$ cat config.mk
export PLATFORM = sky130hd
export DESIGN_NAME = seg_window_decoder
export DESIGN_NICKNAME = d
export VERILOG_FILES = /design/src/rtl/seg_window_decoder.sv
export SDC_FILE = /design/constraint.sdc
export NUM_CORES = 1
export LEC_CHECK = 0
export ABC_AREA = 1
export BUFFER_PORTS_ARGS = -buffer_cell sky130_fd_sc_hd__buf_4
export CAP_MARGIN = 20
export CORE_MARGIN = 2
export CORE_UTILIZATION = 35
export DETAILED_ROUTE_END_ITERATION = 7
export GPL_TIMING_DRIVEN = 0
export SKIP_LAST_GASP = 1
export SYNTH_ARGS = -nofsm -noshare
export SYNTH_HDL_FRONTEND = slang
export SYNTH_SLANG_ARGS = --single-unit
export TNS_END_PERCENT = 5
$ cat constraint.sdc
create_clock -name clk -period 18.1 [get_ports clk]
set_input_delay 2.715 -clock clk [delete_from_list [all_inputs] [get_ports clk]]
set_output_delay 2.715 -clock clk [all_outputs]
set_load 0.02 [all_outputs]
$ cat src/rtl/seg_window_decoder.sv
module seg_window_decoder #(
  parameter int NUM_CS        = 5,
  parameter int WIN_BASE_U    = 64,
  parameter int WIN_SIZE_U    = 32,
  parameter int FIRST_U       = 8,
  parameter int SLICE_U       = 4,
  parameter bit LOCK_LAST_END = 1'b1,
  localparam int CSW = (NUM_CS > 1) ? $clog2(NUM_CS) : 1
) (
  input  logic              clk,
  input  logic              rst_n,
  input  logic              wr_en,
  input  logic [CSW-1:0]    wr_cs,
  input  logic [31:0]       wr_data,
  input  logic [31:0]       bus_addr,
  input  logic [CSW-1:0]    acc_cs,
  input  logic [31:0]       acc_off,
  output logic [NUM_CS-1:0] cs_hit,
  output logic [31:0]       bus_offset,
  output logic [31:0]       dev_offset,
  output logic              wrap_err,
  output logic              align_err,
  output logic              overlap_err
);

  localparam logic [7:0] BASE8 = 8'(WIN_BASE_U);

  function automatic logic [7:0] dflt_start(int i);
    return 8'((i == 0) ? WIN_BASE_U : WIN_BASE_U + FIRST_U + (i - 1) * SLICE_U);
  endfunction

  function automatic logic [7:0] dflt_end(int i);
    return 8'(int'(dflt_start(i)) + ((i == 0) ? FIRST_U : SLICE_U));
  endfunction

  logic [7:0] st [NUM_CS];
  logic [7:0] en [NUM_CS];

  // write validation
  logic           wr_ok, changed, in_range, n_mis, n_ovl;
  logic [CSW-1:0] w_idx;
  logic [7:0]     n_st, n_en, n_size;

  assign wr_ok   = int'(wr_cs) < NUM_CS;
  assign w_idx   = wr_ok ? wr_cs : '0;
  assign changed = wr_data != {en[w_idx], st[w_idx], 16'h0000};

  always_comb begin
    n_st = wr_data[23:16];
    n_en = wr_data[31:24];
    if (wr_cs == '0) n_st = BASE8;
    if (LOCK_LAST_END && wr_cs == CSW'(NUM_CS - 1)) n_en = dflt_end(NUM_CS - 1);
  end

  assign in_range = !(int'(n_en) <= WIN_BASE_U || int'(n_st) > WIN_BASE_U + WIN_SIZE_U);
  assign n_size   = (n_en > n_st) ? n_en - n_st : 8'd0;
  assign n_mis    = (n_size != 8'd0) && ((n_st % n_size) != 8'd0);

  always_comb begin
    n_ovl = 1'b0;
    for (int j = 0; j < NUM_CS; j++)
      if (CSW'(j) != wr_cs && n_st < en[j] && n_en > st[j]) n_ovl = 1'b1;
  end

  always_ff @(posedge clk or negedge rst_n) begin
    if (!rst_n) begin
      for (int i = 0; i < NUM_CS; i++) begin
        st[i] <= dflt_start(i);
        en[i] <= dflt_end(i);
      end
      align_err   <= 1'b0;
      overlap_err <= 1'b0;
    end else if (wr_en && wr_ok && changed) begin
      align_err   <= in_range && n_mis;
      overlap_err <= in_range && n_ovl;
      if (in_range) begin
        st[w_idx] <= n_st;
        en[w_idx] <= n_en;
      end
    end
  end

  // bus address decode, lowest chip select wins
  logic       found;
  logic [7:0] b_u;
  assign b_u = bus_addr[30:23];

  always_comb begin
    cs_hit     = '0;
    bus_offset = '0;
    found      = 1'b0;
    for (int i = 0; i < NUM_CS; i++)
      if (!found && !bus_addr[31] && b_u >= st[i] && b_u < en[i]) begin
        found      = 1'b1;
        cs_hit[i]  = 1'b1;
        bus_offset = bus_addr - {1'b0, st[i], 23'd0};
      end
  end

  // device offset folding
  logic [CSW-1:0] a_idx;
  logic [7:0]     a_size;
  logic [8:0]     off_u;
  assign a_idx  = (int'(acc_cs) < NUM_CS) ? acc_cs : '0;
  assign a_size = (int'(acc_cs) < NUM_CS && en[a_idx] > st[a_idx]) ? en[a_idx] - st[a_idx] : 8'd0;
  assign off_u  = acc_off[31:23];

  always_comb begin
    if (a_size == 8'd0) begin
      dev_offset = '0;
      wrap_err   = 1'b1;
    end else begin
      dev_offset = {off_u % {1'b0, a_size}, acc_off[22:0]};
      wrap_err   = off_u >= {1'b0, a_size};
    end
  end

  AST_HIT_ONEHOT: assert property (@(posedge clk) disable iff (!rst_n) $onehot0(cs_hit));
  AST_CS0_BASE: assert property (@(posedge clk) disable iff (!rst_n) (wr_en && wr_cs == '0) |=> st[0] == BASE8);
  AST_LAST_END_FIXED: assert property (@(posedge clk) disable iff (!rst_n) (LOCK_LAST_END && wr_en && wr_cs == CSW'(NUM_CS - 1)) |=> en[NUM_CS-1] == dflt_end(NUM_CS - 1));
  AST_SAME_HOLDS_FLAGS: assert property (@(posedge clk) disable iff (!rst_n) (wr_en && wr_data == {en[w_idx], st[w_idx], 16'h0000}) |=> ($stable(align_err) && $stable(overlap_err)));
  AST_NO_WRAP_PASS: assert property (@(posedge clk) disable iff (!rst_n) !wrap_err |-> dev_offset == acc_off);
  AST_HIT_OFFSET_SMALL: assert property (@(posedge clk) disable iff (!rst_n) (cs_hit != '0) |-> bus_offset < 32'h8000_0000);

endmodule

# Word-level counts from Yosys, hierarchy flattened

Index checks and enable logic that the tools add are counted.

Register bits after elaboration: 82
Input port bits: 105
Output and inout port bits: 72

Add/subtract/negate cells: 7
Divide/modulo/power cells: 2
$lt $le $gt $ge: 30
Eq/ne operators: 6
Mux-type cells: 42
Bitwise operators: 3
Reductions and logical operators: 44

Operators by type and width:

| operator                                            | number |
|---|---|
| two-way mux 32 bit                                  | 6 |
| subtractor 32 x 31 -> 32 bit                        | 5 |
| two-way mux 8 bit                                   | 13 |
| binary-select mux 8 bit (select 3 bit)              | 4 |
| bitwise mux 40 bit                                  | 2 |
| less-than comparator 8 bit                          | 10 |
| > comparator 8 bit                                  | 7 |
| >= comparator 8 bit                                 | 5 |
| inequality test 32 bit                              | 1 |
| logical AND 1 bit                                   | 31 |
| demux 8 bit (select 3 bit)                          | 1 |
| nonzero test 8 bit                                  | 2 |
| subtractor 8 bit                                    | 2 |
| two-way mux 1 bit                                   | 14 |
| >= comparator 9 x 8 -> 1 bit                        | 1 |
| remainder unit 9 x 8 -> 9 bit                       | 1 |
| >= comparator 4 bit, second input constant          | 2 |
| > comparator 8 x 7 -> 1 bit, second input constant  | 1 |
| <= comparator 8 x 7 -> 1 bit, second input constant | 1 |
| logical NOT 8 bit                                   | 1 |
| remainder unit 8 x 8 -> 8 bit                       | 1 |
| inverter 3 -> 4 bit                                 | 2 |
| logical NOT 1 bit                                   | 6 |
| less-than comparator 3 bit, second input constant   | 2 |
| other kinds (11)                                    | 13 |

# Depth between registers and ports, before layout

Gate-level depths: netlist (run 1).

Word-level depth: 24
Depth in mapped cells: 115

# Worst setup path before layout (run 1)

No wires, ideal clock.

Path kind: input to output
From: input acc_cs[0]
To: output dev_offset[23]
Data arrival time: 16,522 ps
Slack: -1,137 ps
Stages: 110
Path buffers: 4
Path through: buf_4 -> nor2_4 -> nor2_1 -> inv_1 -> nand2_1 -> inv_1 -> clkbuf_1 -> o21ai_0 -> a31oi_1 -> ha_1 -> fa_1 -> inv_1 -> nand3_1 -> nand2_1 -> nand2_1 -> nand2_2 -> nand2_4 -> nor2_1 -> [74 not listed] -> nand2_1 -> inv_1 -> nor3b_1 -> clkbuf_1 -> o21a_1 -> inv_1 -> ha_1 -> a21oi_1 -> o21ai_0 -> a21oi_1 -> o21bai_1 -> a21oi_1 -> o21bai_1 -> a221oi_2 -> nand3_2 -> nand2_1 -> inv_1 -> nor2_1

Longest elaborated chain between the ends: 11

RTL lines:

| what                                                               | line     | RTL |
|---|---|---|
| start: declaration                                                 | 16       | `input logic [CSW-1:0] acc_cs,` |
| less-than comparator 3 bit                                         | 104, 105 |  |
| two-way mux 3 bit                                                  | 104      | `assign a_idx = (int'(acc_cs) < NUM_CS) ? acc_cs : '0;` |
| inverter 3 -> 4 bit (implied by the code)                          | 105      | `assign a_size = (int'(acc_cs) < NUM_CS && en[a_idx] > st[a_idx]) ? en[a_idx] - st[a_idx] : 8'd0;` |
| binary-select mux 8 bit (select 3 bit)                             | 105      |  |
| two-way mux 8 bit (implied by the code) (2 in a row)               | 105      |  |
| > comparator 8 bit                                                 | 105      |  |
| logical AND 1 bit                                                  | 105      |  |
| two-way mux 8 bit (*)                                              | 105      |  |
| remainder unit 9 x 8 -> 9 bit or logical NOT 8 bit (tied branches) | 113, 109 |  |
| two-way mux 32 bit (*)                                             | 109      | `if (a_size == 8'd0) begin` |
| end: declaration                                                   | 20       | `output logic [31:0] dev_offset,` |

Mark *: on every way between the ends. The rest lies on a longest branch, timed or not. The select of a mux whose other input is x is not followed.

# Final worst setup path (run 1)

From: input acc_cs[2]
To: output dev_offset[23]

Same word-level chain as after synthesis.

==> results of run 1 <==
## routing by layer
metal / routed length [um] / vias up
met3: 3640 / 134
met1: 25300 / 7892
li1: - / 8070
met4: 2160 / 0
met2: 27400 / 668
met5: 0 / -
## flip-flops by register name, summed over array words and instances, names as in the netlist
register and count:
en 40, st 40, align_err 1, overlap_err 1
## what timing repair did
action,4_1_cts,5_1_grt
endpoints found under the setup margin,9,9
gates resized for setup,113,119
pin swaps,89,107
buffers inserted,106,37
gates cloned,3,0
## stage by stage
stage / setup WS [ns] / utilization [%]
final: -0.715 / 46.7
after global routing: -1.37 / 46.7
after CTS: -0.517 / 44.7
after detailed placement: -2.47 / 40.8
after global placement: -2.14 / 40.7
after floorplan: 0.00754 / -
## cell usage after synthesis, drive strengths merged (2+ instances only)
master | number | area, um2
nand2 | 515 | 1990
inv | 384 | 1450
ha | 254 | 3180
nor2 | 181 | 772
o21ai | 173 | 892
a21oi | 141 | 717
nand3 | 113 | 616
dfrtp | 58 | 1450
o211ai | 39 | 308
xor2 | 37 | 324
nand4 | 33 | 206
xnor2 | 29 | 254
buf | 28 | 196
dfstp | 24 | 631
clkbuf | 21 | 78.8
nor3 | 21 | 110
a21o | 17 | 128
or2 | 17 | 106
o21bai | 16 | 120
a22oi | 13 | 97.6
o21a | 13 | 97.6
o22ai | 12 | 75.1
nand3b | 11 | 82.6
a31oi | 9 | 56.3
fa | 9 | 180
a221oi | 8 | 76.3
nor4 | 8 | 65.1
and2 | 7 | 43.8
a21boi | 6 | 45.0
o221ai | 5 | 43.8
a211oi | 4 | 30.0
o31ai | 4 | 30.0
o2111ai | 3 | 26.3
a22o | 2 | 17.5
nor3b | 2 | 15.0
o311ai | 2 | 17.5
## worst max-delay path, delay by kind of cell
| family | cells | cell delay (ns) |
|---|---|---|
| buffers and inverters | 20 | 1.87 |
| and+or+nand+nor | 54 | 4.74 |
| AOI/OAI and AO/OA | 29 | 3.96 |
| adders and majority gates | 11 | 2.74 |
## layout make-up
class / count / area, um2 / area share (%)
Multi-Input combinational cell: 1711 / 11800 / 61.4
Timing Repair Buffer: 321 / 2510 / 13.1
Sequential cell: 82 / 2080 / 10.9
Inverter: 384 / 1460 / 7.61
Tap cell: 532 / 666 / 3.48
Buffer: 49 / 360 / 1.88
Clock buffer: 9 / 225 / 1.18
Clock inverter: 7 / 81.3 / 0.425
Antenna cell: 1 / 2.50 / 0.0131
## worst paths after layout
kind / to / slack (ns)
max reg2reg: en[24] / 15.19
max in group asynchronous: en[10] / 15.25
max: dev_offset[23] / -0.71
min reg2reg: st[23] / 0.47
min: st[23] / 0.47
min in group asynchronous: st[28] / 2.20
## logic make-up (layout without fill, tap and decap cells)
family	after synthesis	in the layout
AOI/OAI and AO/OA	471	471
xor gates and xnor gates	66	66
adders and majority gates	263	263
buffers and inverters	433	770
DFF	82	82
other	0	1
and+or+nand+nor	911	911
==> summary.txt, run 1 <==
Clock tree
  – CTS tree: yes
  – Sink Count: 82
  – H-tree levels: 3
  – Clock-pin transition on the worst setup and hold timing paths: 0.06 ns
  – Clk buf depth: 2
  – Clk root buf: clkbuf_16
  – CTS Hold Bufs: 0
  – Clk_lat worst skew: 0.36 ns
  – Cts bufs inserted: 9

STA
  – Final Worst Setup Slack: -0.715 ns
  – Least-Margin Pin Slew: 1.13 ns
  – Final setup vio count: 9
  – Worst slew margin: 24.5%
  – Fin. Hold Viols: 0
  – Worst Clk Skew: 0.0142 ns
  – Hold Worst Slack: 0.469 ns
  – Fmax: 53.1 MHz
  – Period utilisation layout: 104%
  – Count of final max-slew check failures: 0
  – RSZ-0062 raised after global routing: yes
  – Total negative slack: -6.17 ns
  – Tmin final: 18.81 ns

Routing
  – DR vias/cell: 5.41
  – DRC viols: 0
  – Initial drt markers: 1473
  – Final wirelength: 58.5 mm
  – Antenna Violating Nets Remaining: 0
  – Per-cell routed wire length: 18.9 um
  – Drt pass-1 iters: 6
  – DR vias: 16800

Run status
  – Violated checks: negative setup slack
  – Outcome: finished, violations left

Floorplan
  – Core area: 41000 um2
  – FP Rows: 74
  – Num ports: 177
  – Die span in x: 208 um
  – Die Ht: 208 um
  – Die area: 43300 um2
  – Starting Density: 35.5%

Cells and area
  – Area growth syn-to-layout: 31.3%
  – Share of cells above drive strength 1: 25.2%
  – Most frequent cells in the layout: 435 x nand2_1, 356 x inv_1, 308 x buf_4
  – Final instance area: 19100 um2
  – Fin cells: 3096
  – Filler instances: 4140
  – Final #Nets: 2926
  – Most common cell after layout, fill and taps aside: nand2_1

Placement
  – Port bufs: 175
  – Placed cells: 2934
  – Placed inst area: 16700 um2
  – Final HPWL DP: 44.5 mm
  – GPL Wtd Cong: 0.998

Setup path
  – Crit path DAT: 16.10 ns
  – Slowest stage cell, crit path: a221oi_4
  – Maximum fanout along the worst path: 10
  – Slowest cell delay on critical path: 0.41 ns
  – Worst r2r src: st[19]
  – Crit Path Category: input pin to output pin
  – Crit path launch: acc_cs[2]
  – Crit path required time: 15.39 ns
  – Crit end category: output pin
  – R2R depth: 14
  – CP most frequent cell: nand2_2
  – Critical Path Start Type: input pin

GRT
  – First-pass GRT wire length: 89.2 mm
  – Number of global-route vias before repair: 16300
  – Initial antenna violation count: 0
  – Grt met3 use: 1.98%
  – Largest net degree at the start of global routing: 83
  – Total GRT Usage: 26.1%
  – GRT Max-Usage Layer: met2
  – Global route total overflow: 0
  – GR met1 Demand/Resource: 34.6%
  – GRT met2 Usage: 44.7%

Logic synthesis
  – Synth Area in Adders: 23.0%
  – Mean area per synthesized cell: 6.55 um2
  – Multiplexer share of the synthesized area: 0%
  – Synth Area in Simple Gates: 27.6%
  – Compound-Gate Fraction of Synth Area: 19.3%
  – Mapped Area: 14600 um2
  – Yosys cell types: 62
  – Ys Warns: 0
  – Xor and xnor area share after synthesis: 3.96%
  – Post-synth EDFFs: 0
  – Combinational family with the most area after synthesis: simple AND/OR/NAND/NOR gates
  – Post-synth ARST share: 100%
  – Syn Nets: 2594
  – Post-Syn Instances: 2226
  – Yosys reg bits: 82
  – Register area share after synthesis: 14.3%
  – Most used DFF post-synth: dfrtp_1

Min path
  – Min-Delay Path Class: flip-flop to flip-flop
  – Hold Path Stages: 2
  – HP Start: st[23]

Job
  – MaxCap Viol Count: 0
Power of run 1 is left out: the tool's default activity adds up to more than one toggle a clock period on the data nets, which glitch-free logic cannot reach.
==> run 2, diff against run 1 <==
- ABC_CLOCK_PERIOD_IN_PS: default -> 18100
- RECOVER_POWER: default -> 25
==> run 2 against run 1 <==
  * The flow finishes with violations (max-capacitance violations, max-slew violations, negative setup slack)
  * Critical path depth is 1 lower
  * Final area decreased by 0.16%
  * Core utilization fell by 0.073 points
  * Clock skew is 0.00071 ns lower
  * Maximum frequency hardly changed
  * Cell count about the same
  * Non-clock buffer count did not move
  * Count of clock-buffer cells in the layout did not move
  * Largest cell class unchanged
==> summary.txt, run 2 (synthesis results as in run 1) <==
Run status
  – Outcome: finished, violations left
  – Violated checks: max-capacitance violations, max-slew violations, negative setup slack

STA
  – Final setup vio count: 9 (unchanged)
  – Worst slew margin: -162% (-190 points)
  – Period utilisation layout: 104% (about the same)
  – Tmin final: 18.81 ns (-0.00220 ns)
  – Fin. Hold Viols: 0 (unchanged)
  – Fmax: 53.2 MHz (about the same)
  – Worst Clk Skew: 0.0135 ns (-0.000712 ns)
  – Final Worst Setup Slack: -0.713 ns (+0.00220 ns)
  – Least-Margin Pin Slew: 3.94 ns (+2.81 ns)
  – Total negative slack: -6.16 ns (+0.00785 ns)
  – RSZ-0062 raised after global routing: yes
  – Count of final max-slew check failures: 72 (+72)

Routing
  – Final wirelength: 58.5 mm (about the same)
  – Drt pass-1 iters: 8 (+2)
  – DR vias: 16800 (+0.17%)
  – DR vias/cell: 5.43 (+0.21%)
  – Met3 WL: 3.86 mm (+5.8%)
  – Initial drt markers: 1451 (-1.5%)
  – Top Layer Used: met4
  – DRC viols: 0 (unchanged)
  – Met1 wire length: 25.0 mm (-0.96%)
  – Met2 WL: 27.4 mm (+0.16%)
  – Per-cell routed wire length: 18.9 um (+0.11%)
  – Antenna Violating Nets Remaining: 0 (unchanged)

Setup path
  – Largest delay share family, worst path: simple AND/OR/NAND/NOR gates
  – Slowest cell delay on critical path: 0.41 ns (about the same)
  – Crit path launch: acc_cs[1]
  – CP endpoint: dev_offset[23]
  – CP most frequent cell: nand2_2
  – Crit path DAT: 16.10 ns (about the same)
  – Worst r2r src: st[19]
  – Reg-to-Reg End: en[24]
  – Reg2reg setup slack: 15.19 ns (about the same)
  – R2R depth: 14 (unchanged)
  – Crit path required time: 15.39 ns (about the same)
  – CP Depth: 113 (-0.88%)
  – Crit Path Category: input pin to output pin
  – Slowest stage cell, crit path: fa_2
  – Maximum fanout along the worst path: 7 (-3)
  – Critical Path Start Type: input pin
  – Crit end category: output pin
  – WP buf/inv: 19 (-5.0%)

Cells and area
  – Share of cells above drive strength 1: 25.1% (-0.078 points)
  – Final #Nets: 2926 (unchanged)
  – Biggest regs: en (40), st (40)
  – Area growth syn-to-layout: 31.1%
  – Util after Layout: 46.6% (-0.073 points)
  – Register area: 2080 um2 (unchanged)
  – Most common cell after layout, fill and taps aside: nand2_1
  – Filler instances: 4146 (+0.14%)
  – N_diodes: 0 (-1)
  – Most frequent cells in the layout: 435 x nand2_1, 356 x inv_1, 307 x buf_4
  – Area of the multi-input gates: 11800 um2 (unchanged)

Clock tree
  – Clock-pin transition on the worst setup and hold timing paths: 0.06 ns (about the same)
  – CTS tree: yes
  – H-tree levels: 3 (unchanged)
  – Clk_lat worst skew: 0.36 ns (about the same)
  – Sink Count: 82 (unchanged)
  – CTS Hold Bufs: 0 (unchanged)
  – Cts bufs inserted: 9 (unchanged)
  – Clk buf depth: 2 (unchanged)
  – Clk root buf: clkbuf_16

GRT
  – First-pass GRT wire length: 89.2 mm (unchanged)
  – Initial antenna violation count: 0 (unchanged)
  – Largest net degree at the start of global routing: 83 (unchanged)
  – Global route total overflow: 0 (unchanged)
  – Number of global-route vias before repair: 16300 (unchanged)
  – Total GRT Usage: 26.1% (unchanged)

Job
  – MaxCap Viol Count: 1 (+1)

Floorplan
  – Die Ht: 208 um (unchanged)
  – Core area: 41000 um2 (unchanged)
  – Die area: 43300 um2 (unchanged)
  – Die span in x: 208 um (unchanged)
  – Num ports: 177 (unchanged)
  – Starting Density: 35.5% (unchanged)
  – FP Rows: 74 (unchanged)

Placement
  – GPL Wtd Cong: 0.998 (unchanged)
  – Final HPWL DP: 44.5 mm (unchanged)
  – Port bufs: 175 (unchanged)
  – Place WS: -2.47 ns (unchanged)

Min path
  – Min-Delay Path Class: flip-flop to flip-flop
-- run 2: metal layers --
metal	vias to the layer above	track usage, %
met2	674	44.7
met1	7919	34.6
li1	8073	-
met4	0	8.86
met3	127	1.98
met5	-	0
-- run 2: final cells by class --
type	count	area share (%)
Buffer	49	1.89
Clock buffer	9	1.18
Clock inverter	7	0.426
Inverter	384	7.62
Multi-Input combinational cell	1711	61.5
Sequential cell	82	10.9
Tap cell	532	3.48
Timing Repair Buffer	321	13.0
-- run 2: what timing repair did --
| item | 4_1_cts | 5_1_grt |
|---|---|---|
| gates resized for setup | 113 | 119 |
| gates cloned | 3 | 0 |
| endpoints found under the setup margin | 9 | 9 |
| setup buffers | 106 | 37 |
| hold endpoints to repair | 0 | 0 |
| pin swaps | 89 | 107 |
-- run 2: worst min-delay path by stage --
stage / cells after the start / end / slack [ns] / startpoint
final: 2 / en[0] / 0.47 / en[0]
after global routing: 2 / en[0] / 0.49 / en[0]
after CTS: 2 / st[23] / 0.47 / st[23]
after detailed placement: 2 / st[23] / 0.46 / st[23]
after global placement: 2 / en[0] / 0.45 / en[0]
after floorplan: 2 / en[0] / 0.44 / en[0]
-- run 2: through the flow --
step	hold WS, ns	cell area [um2]	std cells
detailed placement	0.455	16700	2934
global route	0.495	19100	3095
floorplan	0.436	14700	2226
global placement	0.452	16700	2933
CTS	0.473	18300	3059
finish	0.469	19100	3095
-- run 2: worst reg2reg max path, cell delays in order, from the launching register on --
cell and delay (ns):
dfstp_2 0.53, inv_1 0.17, a22oi_1 0.23, nand3_1 0.09
o21ai_0 0.22, nor2_1 0.10, nor3_2 0.13, o221ai_1 0.14
nor4_1 0.19, nand3_1 0.18, nand3_2 0.13, inv_2 0.11
nand2_2 0.15, buf_2 0.27, o21ai_0 0.11
Power of run 2 is left out for the same reason.
==> run 3, diff against run 2 <==
- ABC_CLOCK_PERIOD_IN_PS: 18100 -> 23900
- clock period: 18.1 -> 23.9 ns (I/O delays scaled with it)
==> run 3 against run 2 <==
  * The run ends with max-capacitance violations, max-slew violations left
  * Cell count shrank 4.6%
  * Worst setup slack better by 2.3 ns
  * Core utilization down 5.2 points
  * Global-route usage shrank 1.7 points
  * Hold slack lost 0.0021 ns
  * Routed wire length fell by 8.4%
  * Register-to-register slack improved by 5.8 ns
  * Critical path type unchanged
  * Highest routed layer unchanged
==> summary.txt, run 3 (synthesis results as in run 1) <==
STA
  – Total negative slack: 0 ns (+6.16 ns)
  – Fmax: 44.7 MHz
  – Tmin final: 22.36 ns
  – Final setup vio count: 0 (-9)
  – Fin. Hold Viols: 0 (unchanged)
  – Worst Clk Skew: 0.0114 ns (-0.00216 ns)
  – Period utilisation layout: 93.6%
  – Count of final max-slew check failures: 69 (-4.2%)
  – Worst slew margin: -156% (+6.4 points)
  – Hold Worst Slack: 0.467 ns (-0.00213 ns)
  – Least-Margin Pin Slew: 3.84 ns (-0.0953 ns)

Setup path
  – Crit Path Category: input pin to output pin
  – Crit path DAT: 18.78 ns (+2.68 ns)
  – Maximum fanout along the worst path: 10 (+3)
  – Largest delay share family, worst path: simple AND/OR/NAND/NOR gates
  – Reg-to-Reg End: st[12]
  – Worst r2r src: st[19]
  – Slowest stage cell, crit path: a221oi_4
  – Reg2reg setup slack: 21.01 ns (+5.82 ns)
  – CP most frequent cell: nand2_1
  – Crit path required time: 20.32 ns (+4.93 ns)
  – Critical Path Start Type: input pin
  – R2R depth: 15 (+1)
  – Slowest cell delay on critical path: 0.43 ns (+0.02 ns)
  – WP buf/inv: 17 (-2)
  – Crit end category: output pin

Routing
  – Final wirelength: 53.6 mm (-8.4%)
  – DR vias: 15800 (-5.7%)
  – DRC viols: 0 (unchanged)
  – DR vias/cell: 5.36 (-1.2%)
  – Antenna Violating Nets Remaining: 0 (unchanged)
  – Per-cell routed wire length: 18.2 um (-4.0%)
  – Initial drt markers: 1168 (-20%)
  – Drt pass-1 iters: 5 (-3)

Cells and area
  – Most frequent cells in the layout: 492 x nand2_1, 371 x inv_1, 254 x ha_1
  – Area growth syn-to-layout: 16.3%
  – Final #Nets: 2784 (-4.9%)
  – Area of the multi-input gates: 10800 um2 (-7.8%)
  – Most common cell after layout, fill and taps aside: nand2_1
  – Register area: 2080 um2 (unchanged)
  – Filler instances: 4414 (+6.5%)
  – Util after Layout: 41.3% (-5.2 points)
  – Biggest regs: en (40), st (40)
  – Share of cells above drive strength 1: 14.3% (-11 points)
  – N_diodes: 0 (unchanged)

Floorplan
  – Starting Density: 35.5% (unchanged)
  – Num ports: 177 (unchanged)
  – Die area: 43300 um2 (unchanged)
  – Core area: 41000 um2 (unchanged)
  – FP Rows: 74 (unchanged)
  – Die span in x: 208 um (unchanged)
  – Die Ht: 208 um (unchanged)

Job
  – MaxCap Viol Count: 1 (unchanged)

Clock tree
  – Clk root buf: clkbuf_16
  – Clock-pin transition on the worst setup and hold timing paths: 0.07 ns (about the same)
  – Sink Count: 82 (unchanged)
  – Clk buf depth: 2 (unchanged)
  – Clk_lat worst skew: 0.35 ns (about the same)
  – CTS tree: yes
  – H-tree levels: 3 (unchanged)
  – Cts bufs inserted: 9 (unchanged)

Placement
  – Final HPWL DP: 44.3 mm (-0.53%)
  – GPL Wtd Cong: 1.00 (+0.50%)
  – Port bufs: 175 (unchanged)

GRT
  – Number of global-route vias before repair: 15300 (-6.0%)
  – Largest net degree at the start of global routing: 83 (unchanged)
  – Total GRT Usage: 24.4% (-1.7 points)
  – Global route total overflow: 0 (unchanged)
  – First-pass GRT wire length: 83.8 mm (-6.0%)
  – Initial antenna violation count: 0 (unchanged)

Min path
  – Min-Delay Path Class: flip-flop to flip-flop
  – Hold Path Stages: 2 (unchanged)
  – HP Start: en[2]
  – Sink of the worst hold path: en[2]

Run status
  – Violated checks: max-capacitance violations, max-slew violations
  – Outcome: finished, violations left
run 3: cell count changes in the layout (fill, tap and decap cells not counted), moves of 12 or more:
cell,previous run,this run
buf_4,307,188
nand2_1,435,492
nand2_2,63,21
ha_1,228,254
ha_4,26,0
buf_6,24,5
inv_1,356,371
nand2_4,17,2
nor2_1,149,162
inv_2,23,11
run 3: cell type report:
class,instances,share of cell area (%)
Sequential cell,82,12.3
Clock inverter,7,0.494
Timing Repair Buffer,179,7.88
Multi-Input combinational cell,1711,63.9
Buffer,49,1.68
Tap cell,532,3.93
Clock buffer,9,1.33
Inverter,384,8.53
run 3: worst min-delay path: stages, from the launching register on:
cell and delay [ns]:
dfrtp_1 0.35, nand2_1 0.05, inv_1 0.04
run 3: layer usage:
layer / share of wire [%] / GRT usage (%) / vias up
li1: - / - / 7773
met1: 45 / 33.2 / 7379
met2: 45 / 40.8 / 600
met3: 7.0 / 2.67 / 81
met4: 2.7 / 7.00 / 0
met5: 0 / 0 / -
run 3: how the worst max path moves through the flow:
stage / from / to / slack, ns / depth (start not counted)
floorplan: acc_cs[0] / dev_offset[23] / 2.92 / 110
global placement: acc_cs[0] / dev_offset[28] / 0.08 / 108
detailed placement: acc_cs[0] / dev_offset[27] / -0.16 / 108
CTS: acc_cs[0] / dev_offset[27] / 0.04 / 107
global route: acc_cs[0] / dev_offset[25] / -0.01 / 110
finish: acc_cs[0] / dev_offset[25] / 1.54 / 110
run 3: through the flow:
stage / std cells / instance area (um2) / worst slack (ns)
finish: 2953 / 17000 / 1.54
global route: 2953 / 17000 / -0.0145
CTS: 2949 / 16900 / 0.0414
detailed placement: 2933 / 16600 / -0.156
global placement: 2933 / 16600 / 0.0820
floorplan: 2226 / 14600 / 2.92
run 3: what timing repair did:
action / CTS / global route
pin swaps: 0 / 1
endpoints found under the setup margin: 8 / 9
gates resized for setup: 1 / 26
endpoints found under the hold margin: 0 / 0
hold buffers: 0 / 0
setup buffers: 0 / 3
Power of run 3 is left out for the same reason.
